### config.mk
export PLATFORM = sky130hd
export DESIGN_NAME = bus_lock_arbiter
export DESIGN_NICKNAME = d
export VERILOG_FILES = /design/src/rtl/bla_pkg.sv /design/src/rtl/bla_rr_picker.sv /design/src/rtl/bla_xfer_tracker.sv /design/src/rtl/bla_lock_tracker.sv /design/src/rtl/bus_lock_arbiter.sv
export SDC_FILE = /design/constraint.sdc
export NUM_CORES = 1
export LEC_CHECK = 0
export ABC_CLOCK_PERIOD_IN_PS = 2600
export BUFFER_PORTS_ARGS = -buffer_cell sky130_fd_sc_hd__clkbuf_2
export CELL_PAD_IN_SITES_DETAIL_PLACEMENT = 0
export CELL_PAD_IN_SITES_GLOBAL_PLACEMENT = 1
export CORE_UTILIZATION = 23
export CTS_CLUSTER_SIZE = 24
export DETAILED_ROUTE_END_ITERATION = 16
export PLACE_DENSITY = 0.56
export SLEW_MARGIN = 20
export SYNTH_ARGS = -nofsm -noshare
export SYNTH_HDL_FRONTEND = slang
export SYNTH_SLANG_ARGS = --single-unit
### constraint.sdc
create_clock -name clk -period 2.6 [get_ports clk]
set_input_delay 0 -clock clk [delete_from_list [all_inputs] [get_ports clk]]
set_output_delay 0 -clock clk [all_outputs]
set_load 0.05 [all_outputs]
### src/rtl/bla_pkg.sv
// Package: shared types for the lock-aware bus arbiter.
// Assumes nothing beyond IEEE 1800-2017 synthesis subset.
package bla_pkg;

    // Ownership state of the arbiter
    typedef enum logic {
        ARB_IDLE  = 1'b0,   // no grant outstanding, may arbitrate
        ARB_OWNED = 1'b1    // one master holds the grant
    } arb_state_t;

endpackage

### src/rtl/bla_rr_picker.sv
// Round-robin picker: finds the first requesting master after the last
// owner, wrapping modulo N, with the last owner itself searched last.
// Assumes last_idx < N. Purely combinational.
module bla_rr_picker #(
    parameter int N  = 4,
    parameter int IW = (N > 1) ? $clog2(N) : 1
) (
    input  logic [N-1:0]  req,
    input  logic [IW-1:0] last_idx,
    output logic [IW-1:0] pick_idx,
    output logic          found
);

    // Search order starts at last_idx+1 and ends at last_idx
    always_comb begin
        pick_idx = '0;
        found    = 1'b0;
        for (int k = 1; k <= N; k++) begin
            int cand;
            cand = int'(last_idx) + k;
            if (cand >= N) cand = cand - N;
            if (!found && req[cand]) begin
                found    = 1'b1;
                pick_idx = IW'(cand);
            end
        end
    end

endmodule

### src/rtl/bla_xfer_tracker.sv
// Transfer tracker: follows start/acknowledge strobes of the owner and
// reports transfer boundaries and idle cycles. Assumes ack only ends a
// transfer that is open or starts in the same cycle.
module bla_xfer_tracker (
    input  logic clk,
    input  logic rst_n,
    input  logic clear,
    input  logic start,
    input  logic ack,
    output logic in_xfer,
    output logic boundary,
    output logic idle_slot
);

    // Open-transfer flag: set by start, cleared by ack or by clear
    always_ff @(posedge clk) begin
        if (!rst_n || clear)  in_xfer <= 1'b0;
        else if (start && !ack) in_xfer <= 1'b1;
        else if (ack)         in_xfer <= 1'b0;
    end

    // Boundary and idle decode for this cycle
    always_comb begin
        boundary  = ack && (in_xfer || start);
        idle_slot = !in_xfer && !start;
    end

endmodule

### src/rtl/bla_lock_tracker.sv
// Lock tracker: keeps the locked-sequence state of the current owner.
// Inputs lock_act/lend_act are already masked to the owner only.
// Assumes clear is raised whenever no grant is held or grant is dropped.
module bla_lock_tracker (
    input  logic clk,
    input  logic rst_n,
    input  logic clear,
    input  logic lock_act,
    input  logic lend_act,
    input  logic start,
    input  logic in_xfer,
    input  logic boundary,
    output logic hold,
    output logic lone_eff
);

    logic last_q;   // lock-end seen during the open transfer
    logic seq_q;    // lock seen since the last sequence ended
    logic lend_now;
    logic last_eff;

    // Combine registered and current-cycle lock indications
    always_comb begin
        lend_now = lend_act && (start || in_xfer);
        last_eff = last_q || lend_now;
        hold     = lock_act && !last_eff;
        lone_eff = last_eff && !seq_q && !lock_act;
    end

    // Sequence state: cleared at a final boundary or on clear
    always_ff @(posedge clk) begin
        if (!rst_n || clear) begin
            last_q <= 1'b0;
            seq_q  <= 1'b0;
        end else if (boundary) begin
            last_q <= 1'b0;
            seq_q  <= last_eff ? 1'b0 : (seq_q || lock_act);
        end else begin
            last_q <= last_q || lend_now;
            seq_q  <= seq_q || lock_act;
        end
    end

endmodule

### src/rtl/bus_lock_arbiter.sv
// Lock-aware multi-master bus arbiter. Grants one master at a time,
// holds the bus through locked sequences, releases on lock-end,
// supports forced preemption, and waits for bus_busy low before a
// new grant. Assumes strobes come from the current owner.
module bus_lock_arbiter
    import bla_pkg::*;
#(
    parameter int NUM_MASTERS = 4
) (
    input  logic                   clk,
    input  logic                   rst_n,
    input  logic [NUM_MASTERS-1:0] req,
    input  logic [NUM_MASTERS-1:0] lock_n,
    input  logic [NUM_MASTERS-1:0] lock_end_n,
    input  logic                   xfer_start,
    input  logic                   xfer_ack,
    input  logic                   bus_busy,
    input  logic                   preempt,
    output logic [NUM_MASTERS-1:0] grant
);

    localparam int IW = (NUM_MASTERS > 1) ? $clog2(NUM_MASTERS) : 1;
    localparam logic [IW-1:0] LAST_INIT = IW'(NUM_MASTERS - 1);

    arb_state_t            state;
    logic [NUM_MASTERS-1:0] grant_r;
    logic [IW-1:0]         last_owner;
    logic [IW-1:0]         pick_idx;
    logic                  pick_found;

    logic owned, lock_act, lend_act, owner_req, others_req;
    logic in_xfer, boundary, idle_slot, hold, lone_eff;
    logic decision, release_now, drop, trk_clear;
    logic [NUM_MASTERS-1:0] own_lock, own_lend;

    // Mask lock pins with the grant so only the owner's pins count
    for (genvar i = 0; i < NUM_MASTERS; i++) begin : g_mask
        assign own_lock[i] = grant_r[i] && !lock_n[i];
        assign own_lend[i] = grant_r[i] && !lock_end_n[i];
    end

    // Owner-related decode
    always_comb begin
        owned      = (state == ARB_OWNED);
        lock_act   = |own_lock;
        lend_act   = |own_lend;
        owner_req  = |(req & grant_r);
        others_req = |(req & ~grant_r);
    end

    bla_rr_picker #(.N(NUM_MASTERS), .IW(IW)) u_pick (
        .req      (req),
        .last_idx (last_owner),
        .pick_idx (pick_idx),
        .found    (pick_found)
    );

    bla_xfer_tracker u_xfer (
        .clk       (clk),
        .rst_n     (rst_n),
        .clear     (trk_clear),
        .start     (xfer_start),
        .ack       (xfer_ack),
        .in_xfer   (in_xfer),
        .boundary  (boundary),
        .idle_slot (idle_slot)
    );

    bla_lock_tracker u_lock (
        .clk      (clk),
        .rst_n    (rst_n),
        .clear    (trk_clear),
        .lock_act (lock_act),
        .lend_act (lend_act),
        .start    (xfer_start),
        .in_xfer  (in_xfer),
        .boundary (boundary),
        .hold     (hold),
        .lone_eff (lone_eff)
    );

    // Release decision for the current owner
    always_comb begin
        decision    = boundary || idle_slot;
        release_now = owned && !preempt && decision && !hold &&
                      ((boundary && lone_eff) || !owner_req || others_req);
        drop        = owned && (preempt || release_now);
        trk_clear   = drop || !owned;
    end

    // Ownership state, grant register and last-owner pointer
    always_ff @(posedge clk) begin
        if (!rst_n) begin
            state      <= ARB_IDLE;
            grant_r    <= '0;
            last_owner <= LAST_INIT;
        end else begin
            case (state)
                ARB_IDLE: begin
                    if (!bus_busy && pick_found) begin
                        state      <= ARB_OWNED;
                        grant_r    <= NUM_MASTERS'(1) << pick_idx;
                        last_owner <= pick_idx;
                    end
                end
                default: begin
                    if (drop) begin
                        state   <= ARB_IDLE;
                        grant_r <= '0;
                    end
                end
            endcase
        end
    end

    assign grant = grant_r;

endmodule

==> results.md <==
- Crit path kind: register to register
- Pwr Total: 0.414 mW
- Final setup margin: 0.856 ns
- Leak Pwr: 0.314 nW
- Skew final: 0.00409 ns
- GPL Wtd Cong: 0.726
- Die Span Y: 53.8 um
- Routed WL: 1.56 mm
- Crit path max fanout: 7
- Seq cells post-synth: 10
- CP required: 2.73 ns
- Crit path time final: 1.74 ns
- Post-Synthesis Cells: 76
- Die ar.: 2890 um2
- Final cell count without fillers: 130
- Cell chosen for the clock root: clkbuf_4
- Setup violators final: 0
- First-pass GRT wire length: 2.58 mm
- Post-synth EDFFs: 0
- CP max-delay cell: a211oi_2
- TNS Setup: 0 ns
- # H-tree levels: 1
- CTS tree: done
- Max Slew Vio Count: 0
- N_diodes: 0
- Post-synthesis xor/xnor area fraction: 0
- Wire length per cell: 12.0 um
- Synth Cell Area: 617 um2
- Number of buffers created by CTS: 3
- Area grow syn2layout: 29.4%
- Largest family of logic cells by synthesized area: compound AO/OA/AOI/OAI gates
- Reg clk slew, reported paths: 0.07 ns
- Synth top area cells: dfxtp_1, nand2_1, nand2b_1
- Layout cells sized above 1: 0.300
- Simple-Gate Fraction of Synth Area: 0.290
- Syn nets: 94
- Pwr Density: 518 nW/um2
- Count of input and output buffers: 21
- Vias: 649
- Post-Synth Adder-Cell Area: 0
- Crit path launch type: register
- DRT Pass-1 Iters: 4
- Post-DRT Antenna Nets: 0
- Final worst-path cycle share: 0.671
- Via density: 4.99
- HPWL reported at the end of detailed placement: 1.28 mm
- Mean Syn Cell Area: 8.12 um2
- Inst Count DP: 125
- Most common cell after layout, fill and taps aside: clkbuf_2
- Synth async-reset ratio: 0
- Most frequent cells in the layout: clkbuf_2, nand2_1, dfxtp_1
- Ports: 22
- Core ar.: 2500 um2
- Number of fillers in the final layout: 272
- Worst-case vdd ir drop: 0.171 mV
- Num Clock Sinks: 10
- Dpl ws: 0.851 ns
- Worst Path Buf+Inv: 1
- Clk_lat worst skew: 0.27 ns
- GRT overflow: 0
- Tot GR Track Use: 0.126
- Nets: 119
- Crit-path cells: clkinv_1 > o2111ai_2 > o2111ai_1 > a211oi_2 > o32ai_1
- Multi-input gate area: 379 um2
- Site row count: 18
- CP arrival: 1.88 ns
- Area after DPL: 752 um2
- FF/Latch Area: 200 um2
- First DRT Iteration DRCs: 8
- Worst path top cell family by delay: compound AO/OA/AOI/OAI gates
- Post-synthesis compound-gate area fraction: 0.308
- Main synth FF type: dfxtp_1
- RSZ-0062 raised after global routing: false
- HP Class: input pin to register
- Initial Utilization: 0.247
- Largest net degree at the start of global routing: 11
- Sequential-to-total area share from yosys stat: 0.325
- Max-cap viol count: 0
- Drc violations: 0
- Finished layout cell area: 798 um2
- Proportion of synthesized area in mux cells: 0.0162
- Yosys top cell by area: dfxtp_1
- Max stage delay on crit path: 0.52 ns
- Slew @ Worst Pin: 0.522 ns
- Hold Fails Final Rpt: 0
- CTS max path bufs: 2
- Top cell type's share of synthesized area: 0.325
- Synth unique cells: 33
- Vias in the first global route: 610
- Slew HR: 0.651
- Die width: 53.8 um
- Endpoint class of the critical path: register
- Status: finished, final reports clean
- Yosys warns: 0
- Peak Freq: 573 MHz
- Initial antenna violation count: 0
path summary, 6_finish.rpt:
| kind | to | slack (ns) | depth (start not counted) | from |
|---|---|---|---|---|
| min | last_owner[1] | 0.01 | 2 | rst_n |
| max | grant[2] | 0.86 | 5 | grant[3] |
| min reg2reg | u_lock.seq_q | 0.48 | 2 | u_lock.seq_q |
| max reg2reg | grant[2] | 0.86 | 5 | grant[3] |
Yosys cell counts (2+ instances only):
library cell and count:
inv_1 7, clkbuf_1 2, nor2b_1 3, nand3_1 2, a21oi_1 2, o32ai_1 4
nand2b_1 7, nand2_1 13, nor3_1 2, dfxtp_1 10, nor2_1 2
final cells by class:
cell class                      count  area share
Multi-Input combinational cell     56       0.475
Tap cell                           30      0.0470
Timing Repair Buffer               22       0.144
Clock buffer                        4      0.0455
Sequential cell                    10       0.251
Inverter                            8      0.0376
routing by layer:
layer  wire [um]  up-vias  share of wire  GRT usage
li1            -      329              -          -
met3          74        5          0.047    0.00847
met4          42        0          0.027     0.0789
met1         742      290           0.48      0.158
met5           0        -              0          0
met2         698       25           0.45      0.206
through the flow:
stage,hold slack (ns),util
6_report,0.0143,0.319
5_1_grt,0.0420,0.319
4_1_cts,0.0148,0.319
3_5_place_dp,0.203,0.301
3_3_place_gp,0.197,0.301
2_1_floorplan,0.0793,-
power by group:
group / switching, mW / internal, mW
clock network: 0.0566 / 0.0851
registers: 0.0109 / 0.162
logic: 0.0591 / 0.0398
flip-flops by register name (all words and copies together), names as in the netlist:
name and count:
grant 4, last_owner 2, owned 1, u_lock.last_q 1, u_lock.seq_q 1, u_xfer.in_xfer 1
what timing repair did:
item	4_1_cts	5_1_grt
resized for setup	0	0
buffers inserted	0	0
hold buffers	1	0
hold endpoints to repair	1	0
setup endpoints to repair	0	0
logic make-up after synthesis:
family | after synthesis
AND/OR/NAND/NOR | 34
AO/OA/AOI/OAI | 21
flip-flops | 10
buffers and inverters | 10
multiplexers | 1
Note: power is estimated with default switching activity, not from simulation.
